$ cat config.mk
export PLATFORM = sky130hd
export DESIGN_NAME = bod_sleep_ctl
export DESIGN_NICKNAME = d
export VERILOG_FILES = /design/src/rtl/bod_ctl_pkg.sv /design/src/rtl/bod_unlock.sv /design/src/rtl/bod_hold.sv /design/src/rtl/bod_sleep_gate.sv /design/src/rtl/bod_sleep_ctl.sv
export SDC_FILE = /design/constraint.sdc
export NUM_CORES = 1
export LEC_CHECK = 0
export ABC_CLOCK_PERIOD_IN_PS = 1700
export BUFFER_PORTS_ARGS = -buffer_cell sky130_fd_sc_hd__buf_2
export CAP_MARGIN = 15
export CORE_AREA = 2 2 39 41
export CTS_CLUSTER_DIAMETER = 100
export DETAILED_ROUTE_END_ITERATION = 10
export DIE_AREA = 0 0 41 43
export PLACE_DENSITY = 0.68
export SETUP_SLACK_MARGIN = 0.2
export SLEW_MARGIN = 20
export SYNTH_ARGS = -nofsm -noshare
export SYNTH_HDL_FRONTEND = slang
export SYNTH_SLANG_ARGS = --single-unit
$ cat constraint.sdc
create_clock -name clk -period 1.7 [get_ports clk]
set_input_delay 0.255 -clock clk [delete_from_list [all_inputs] [get_ports clk]]
set_output_delay 0.255 -clock clk [all_outputs]
set_load 0.02 [all_outputs]
$ cat src/rtl/bod_ctl_pkg.sv
package bod_ctl_pkg;
  localparam int unsigned BIT_GRD = 6;
  localparam int unsigned BIT_ENA = 5;
  localparam int unsigned BIT_PUD = 4;
  localparam int unsigned BIT_VS1 = 1;
  localparam int unsigned BIT_VS0 = 0;

  typedef enum logic [1:0] {
    WR_NONE     = 2'd0,
    WR_OPEN     = 2'd1,
    WR_COMPLETE = 2'd2,
    WR_OTHER    = 2'd3
  } wr_kind_e;
endpackage

$ cat src/rtl/bod_unlock.sv
module bod_unlock
  import bod_ctl_pkg::*;
#(
  parameter int unsigned WIN_CYC = 4
) (
  input  logic clk,
  input  logic rst_n,
  input  logic wr_en,
  input  logic wd_grd,
  input  logic wd_ena,
  output logic win_open,
  output logic complete
);
  localparam int unsigned CW = $clog2(WIN_CYC + 1);
  localparam logic [CW-1:0] WIN_LD = CW'(WIN_CYC);

  logic [CW-1:0] win_cnt;
  wr_kind_e      kind;

  always_comb begin
    if (!wr_en)                kind = WR_NONE;
    else if (wd_grd && wd_ena) kind = WR_OPEN;
    else if (wd_grd && win_open) kind = WR_COMPLETE;
    else                       kind = WR_OTHER;
  end

  assign win_open = (win_cnt != '0);
  assign complete = (kind == WR_COMPLETE);

  always_ff @(posedge clk) begin
    if (!rst_n) begin
      win_cnt <= '0;
    end else begin
      unique case (kind)
        WR_OPEN:     win_cnt <= WIN_LD;
        WR_COMPLETE,
        WR_OTHER:    win_cnt <= '0;
        default:     if (win_open) win_cnt <= win_cnt - 1'b1;
      endcase
    end
  end

  p_open_sets_window_r4: assert property (@(posedge clk) disable iff (!rst_n)
    (wr_en && wd_grd && wd_ena) |=> win_open);
  p_other_cancels_r7: assert property (@(posedge clk) disable iff (!rst_n)
    (wr_en && !wd_grd) |=> !win_open);
endmodule

$ cat src/rtl/bod_hold.sv
module bod_hold #(
  parameter int unsigned HOLD_CYC = 3
) (
  input  logic clk,
  input  logic rst_n,
  input  logic load,
  output logic guard
);
  localparam int unsigned HW = $clog2(HOLD_CYC + 1);
  localparam logic [HW-1:0] HOLD_LD = HW'(HOLD_CYC);

  logic [HW-1:0] hold_cnt;

  assign guard = (hold_cnt != '0);

  always_ff @(posedge clk) begin
    if (!rst_n)      hold_cnt <= '0;
    else if (load)   hold_cnt <= HOLD_LD;
    else if (guard)  hold_cnt <= hold_cnt - 1'b1;
  end

  generate
    if (HOLD_CYC >= 2) begin : g_len_chk
      p_guard_holds_r8: assert property (@(posedge clk) disable iff (!rst_n)
        $rose(guard) |=> guard);
    end
  endgenerate
  p_load_sets_r5: assert property (@(posedge clk) disable iff (!rst_n)
    load |=> guard);
endmodule

$ cat src/rtl/bod_sleep_gate.sv
module bod_sleep_gate (
  input  logic clk,
  input  logic rst_n,
  input  logic guard,
  input  logic sleep_req,
  input  logic wake,
  output logic det_off
);
  always_ff @(posedge clk) begin
    if (!rst_n)                   det_off <= 1'b0;
    else if (wake)                det_off <= 1'b0;
    else if (sleep_req && guard)  det_off <= 1'b1;
  end

  p_wake_drops_r11: assert property (@(posedge clk) disable iff (!rst_n)
    wake |=> !det_off);
  p_rise_needs_guard_r10: assert property (@(posedge clk) disable iff (!rst_n)
    $rose(det_off) |-> ($past(guard) && $past(sleep_req)));
  p_holds_until_wake_r11: assert property (@(posedge clk) disable iff (!rst_n)
    (det_off && !wake) |=> det_off);
endmodule

$ cat src/rtl/bod_sleep_ctl.sv
module bod_sleep_ctl
  import bod_ctl_pkg::*;
#(
  parameter int unsigned WIN_CYC  = 4,
  parameter int unsigned HOLD_CYC = 3
) (
  input  logic       clk,
  input  logic       rst_n,
  input  logic       wr_en,
  input  logic [7:0] wr_data,
  output logic [7:0] rd_data,
  input  logic       sleep_req,
  input  logic       wake,
  output logic       det_off
);
  logic win_open;
  logic complete;
  logic guard;
  logic pud_q;
  logic [1:0] vs_q;
  logic unused_bits;

  assign unused_bits = ^{wr_data[7], wr_data[3:2]};

  bod_unlock #(.WIN_CYC(WIN_CYC)) u_unlock (
    .clk(clk), .rst_n(rst_n), .wr_en(wr_en),
    .wd_grd(wr_data[BIT_GRD]), .wd_ena(wr_data[BIT_ENA]),
    .win_open(win_open), .complete(complete)
  );

  bod_hold #(.HOLD_CYC(HOLD_CYC)) u_hold (
    .clk(clk), .rst_n(rst_n), .load(complete), .guard(guard)
  );

  bod_sleep_gate u_gate (
    .clk(clk), .rst_n(rst_n), .guard(guard),
    .sleep_req(sleep_req), .wake(wake), .det_off(det_off)
  );

  always_ff @(posedge clk) begin
    if (!rst_n) begin
      pud_q <= 1'b0;
      vs_q  <= 2'b00;
    end else if (wr_en) begin
      pud_q <= wr_data[BIT_PUD];
      vs_q  <= {wr_data[BIT_VS1], wr_data[BIT_VS0]};
    end
  end

  always_comb begin
    rd_data          = 8'h00;
    rd_data[BIT_GRD] = guard;
    rd_data[BIT_ENA] = win_open;
    rd_data[BIT_PUD] = pud_q;
    rd_data[BIT_VS1] = vs_q[1];
    rd_data[BIT_VS0] = vs_q[0];
  end

  p_guard_needs_window_r5: assert property (@(posedge clk) disable iff (!rst_n)
    $rose(guard) |-> ($past(wr_en) && $past(win_open)));
  p_window_closed_at_set_r5: assert property (@(posedge clk) disable iff (!rst_n)
    $rose(guard) |-> !rd_data[BIT_ENA]);
  p_no_window_no_set_r9: assert property (@(posedge clk) disable iff (!rst_n)
    (!win_open && !guard) |=> !guard);
  p_plain_store_r3: assert property (@(posedge clk) disable iff (!rst_n)
    wr_en |=> (rd_data[BIT_PUD] == $past(wr_data[BIT_PUD])));
endmodule

==> flow_summary_export.csv <==
group,metric,value,unit
critical_path,cp_slowest_cell,"dfxtp_1",
sta,finalCritPeriodShare,83.1,%
sta,setup_viol,0,
placed_design,numPlacedInstances,77,
power,seqPwrFrac,39.3,%
logic_synthesis,ys.flop_type,"dfxtp_1",
logic_synthesis,ys_seq_area_share,37.6,%
critical_path,end_kind,"output port",
sta,finalClockSkew,0.0000852,ns
clocking,postCtsSetupRepairBufs,0,
clocking,cts-buffers-inserted,3,
clocking,holdBufCountCts,0,
logic_synthesis,synth-edff-count,0,
sta,slew_viol_final,0,
sta,tns,0,ns
logic_synthesis,synth_area_per_cell,9.40,sq um
min_path,hold_path_class,"input port to register",
global_routing,grt_max_degree,9,
placed_design,dp_slack,0.385,ns
final_layout,multiInputGateArea,230,sq um
logic_synthesis,netlist.area_leader.share,37.6,%
critical_path,startpoint_type,"register",
global_routing,grt_util_all_layers,11.0,%
critical_path,cp.arrival,1.16,ns
sta,min_period,1.41,ns
clocking,insertion_delay,0.25,ns
global_routing,grt.overflow.total,0,
die,io_pins,22,
detailed_routing,drcViolationCount,0,
detailed_routing,dr.pass1.iters,2,
die,dieHeight,43,microns
detailed_routing,routed-via-count,344,
critical_path,reg2reg_depth,4,
power,swShare,32.9,%
critical_path,critPathKind,"register to output port",
sta,rsz0062_at_grt,"false",
logic_synthesis,synth_top_area_cell,"dfxtp_1",
sta,fmax,708,MHz
final_layout,layout-drive-gt1-share,36.9,%
clocking,path_clk_slew,0.06,ns
placed_design,hpwlAfterDp,541,microns
final_layout,regArea,180,sq um
power,p_sw,0.214,mW
final_layout,final_nets,82,
power,p_clk_share,24.3,%
run_status,status,"finished clean",
critical_path,crit_cells,4,
placed_design,portBuffers,15,
logic_synthesis,synthTopCellsByArea,"dfxtp_1 (38%), buf_4 (11%), ha_1 (7.8%)",
clocking,numClockSinks,9,
logic_synthesis,yosysWarnings,0,
die,dieArea,0.00176,sq mm
logic_synthesis,synthTopCellsByCount,"dfxtp_1 (9), buf_4 (7), inv_1 (5), nor2_1 (4)",
logic_synthesis,ys_async_sr_fraction,0,%
logic_synthesis,syn_area,479,sq um
detailed_routing,drt-initial-drc-count,3,
logic_synthesis,synth_most_common_cell,"dfxtp_1",
power,pwr-share-comb,36.4,%
global_routing,antenna_found_initial,0,
final_layout,post-route-util,40.3,%
clocking,cts_tree,"built",
sta,hold_viol,0,
final_layout,fillers,157,
detailed_routing,postRouteAntennaNets,0,
logic_synthesis,ys_ff_latch,9,
detailed_routing,routed_via_density,4.25,
detailed_routing,wl_per_cell,8.64,microns
die,core-area,0.00138,sq mm
die,die_w,41,microns
final_layout,area_delta_synth_final,16.4,%
clocking,clk_path_buf_depth,2,
final_layout,antennaDiodeCount,0,
power,p_leak,0.275,nW
critical_path,cp_cell_sequence,"inv_1 -> ha_1 -> nand2b_4 -> buf_2",
critical_path,path_delay_family,"flip-flops",
critical_path,critPathMaxStageDelay,0.34,ns
global_routing,grt_pass1_wl,1320,microns
power,ir_drop,589,uV
clocking,htree_levels,1,
global_routing,grt_pass1_vias,335,
detailed_routing,totalWireLength,700,microns
min_path,whs_path_depth,2,
run,cap_violations,0,
power,intPower,0.438,mW
power,power_density,1170,mW/mm^2
logic_synthesis,post_synth_num_cell_types,20,
die,start_util,34.6,%
logic_synthesis,syn_inst,51,
sta,finalWorstSetupSlack,0.287,ns
critical_path,crit_buf_inv,2,
critical_path,critPathMaxFanout,5,
critical_path,crit_required,1.44,ns
die,rows,14,
placed_design,gp_congestion,0.749,
clocking,root_buffer,"clkbuf_4",
final_layout,instances_no_fill,81,
-- per-stage QoR --
stage          instance area [sq um]  hold WS (ns)  power, mW
2_1_floorplan                    487         0.334      0.470
3_3_place_gp                     529         0.422      0.487
3_5_place_dp                     529         0.427      0.494
4_1_cts                          556         0.152      0.658
5_1_grt                          558         0.164      0.711
6_report                         558         0.160      0.652
-- registers in the layout (all words and copies together), names as in the netlist --
name,cells
u_unlock.win_cnt,3
u_gate.det_off,1
vs_q,2
pud_q,1
u_hold.hold_cnt,2
-- placed cells by master, fill, tap and decap left out, types with 3 or more instances in the layout --
cell type	n
buf_2	15
clkbuf_4	3
conb_1	3
dfxtp_1	9
inv_1	5
mux2i_1	3
nand2_1	3
nor2_1	4
-- layout make-up --
cell class,instances,area share (%)
clock buffer,4,4.71
timing repair buffer,15,13.5
sequential,9,32.3
tap,16,3.59
multi-input combinational,30,41.3
inverter,7,4.71
-- worst paths after layout --
check / endpoint / startpoint / slack (ns)
min reg2reg: vs_q[0]$_SDFFE_PN0P_ / vs_q[0]$_SDFFE_PN0P_ / 0.49
min: u_gate.det_off$_SDFFE_PP0P_ / wake / 0.16
max reg2reg: u_unlock.win_cnt[2]$_SDFFE_PN0P_ / u_unlock.win_cnt[0]$_SDFFE_PN0P_ / 0.38
max: rd_data[5] / u_unlock.win_cnt[0]$_SDFFE_PN0P_ / 0.29
-- metal layers --
layer / share of wire [%] / up-vias / global-route usage, % / routed length (microns)
met2: 45 / 12 / 15.9 / 316
met1: 47 / 148 / 14.1 / 330
met5: 0 / - / 0 / 0
met4: 0 / 0 / 8.00 / 0
li1: - / 184 / - / -
met3: 7.7 / 0 / 1.57 / 54
-- power by group through the flow --
stage / Clock (mW) / Sequential [mW] / Combinational, mW
floorplan: 0 / 0.267 / 0.204
global placement: 0 / 0.260 / 0.227
detailed placement: 0 / 0.261 / 0.232
CTS: 0.168 / 0.257 / 0.234
global route: 0.174 / 0.262 / 0.275
finish: 0.158 / 0.257 / 0.237
-- worst register-to-register path: stages, from the launching register on --
cell	delay [ns]
dfxtp_1	0.34
inv_1	0.06
ha_1	0.23
or3_1	0.37
a221oi_2	0.24
-- cell families (layout without fill, tap and decap cells) --
kind of cell | count (synthesis) | after routing | synth area share (%)
mux | 3 | 3 | 6.27
simple gates | 12 | 12 | 14.9
buf+inv | 14 | 26 | 16.4
compound gates | 7 | 7 | 12.5
other cells | 1 | 3 | 0.783
xor+xnor | 2 | 2 | 3.66
fa+ha+maj | 3 | 3 | 7.83
flops | 9 | 9 | 37.6
-- what timing repair did --
item / 4_1_cts / 5_1_grt
setup endpoints to repair: 0 / 1
gates resized for setup: 0 / 1
hold endpoints to repair: 0 / 0
(Power assumes the default switching activity.)
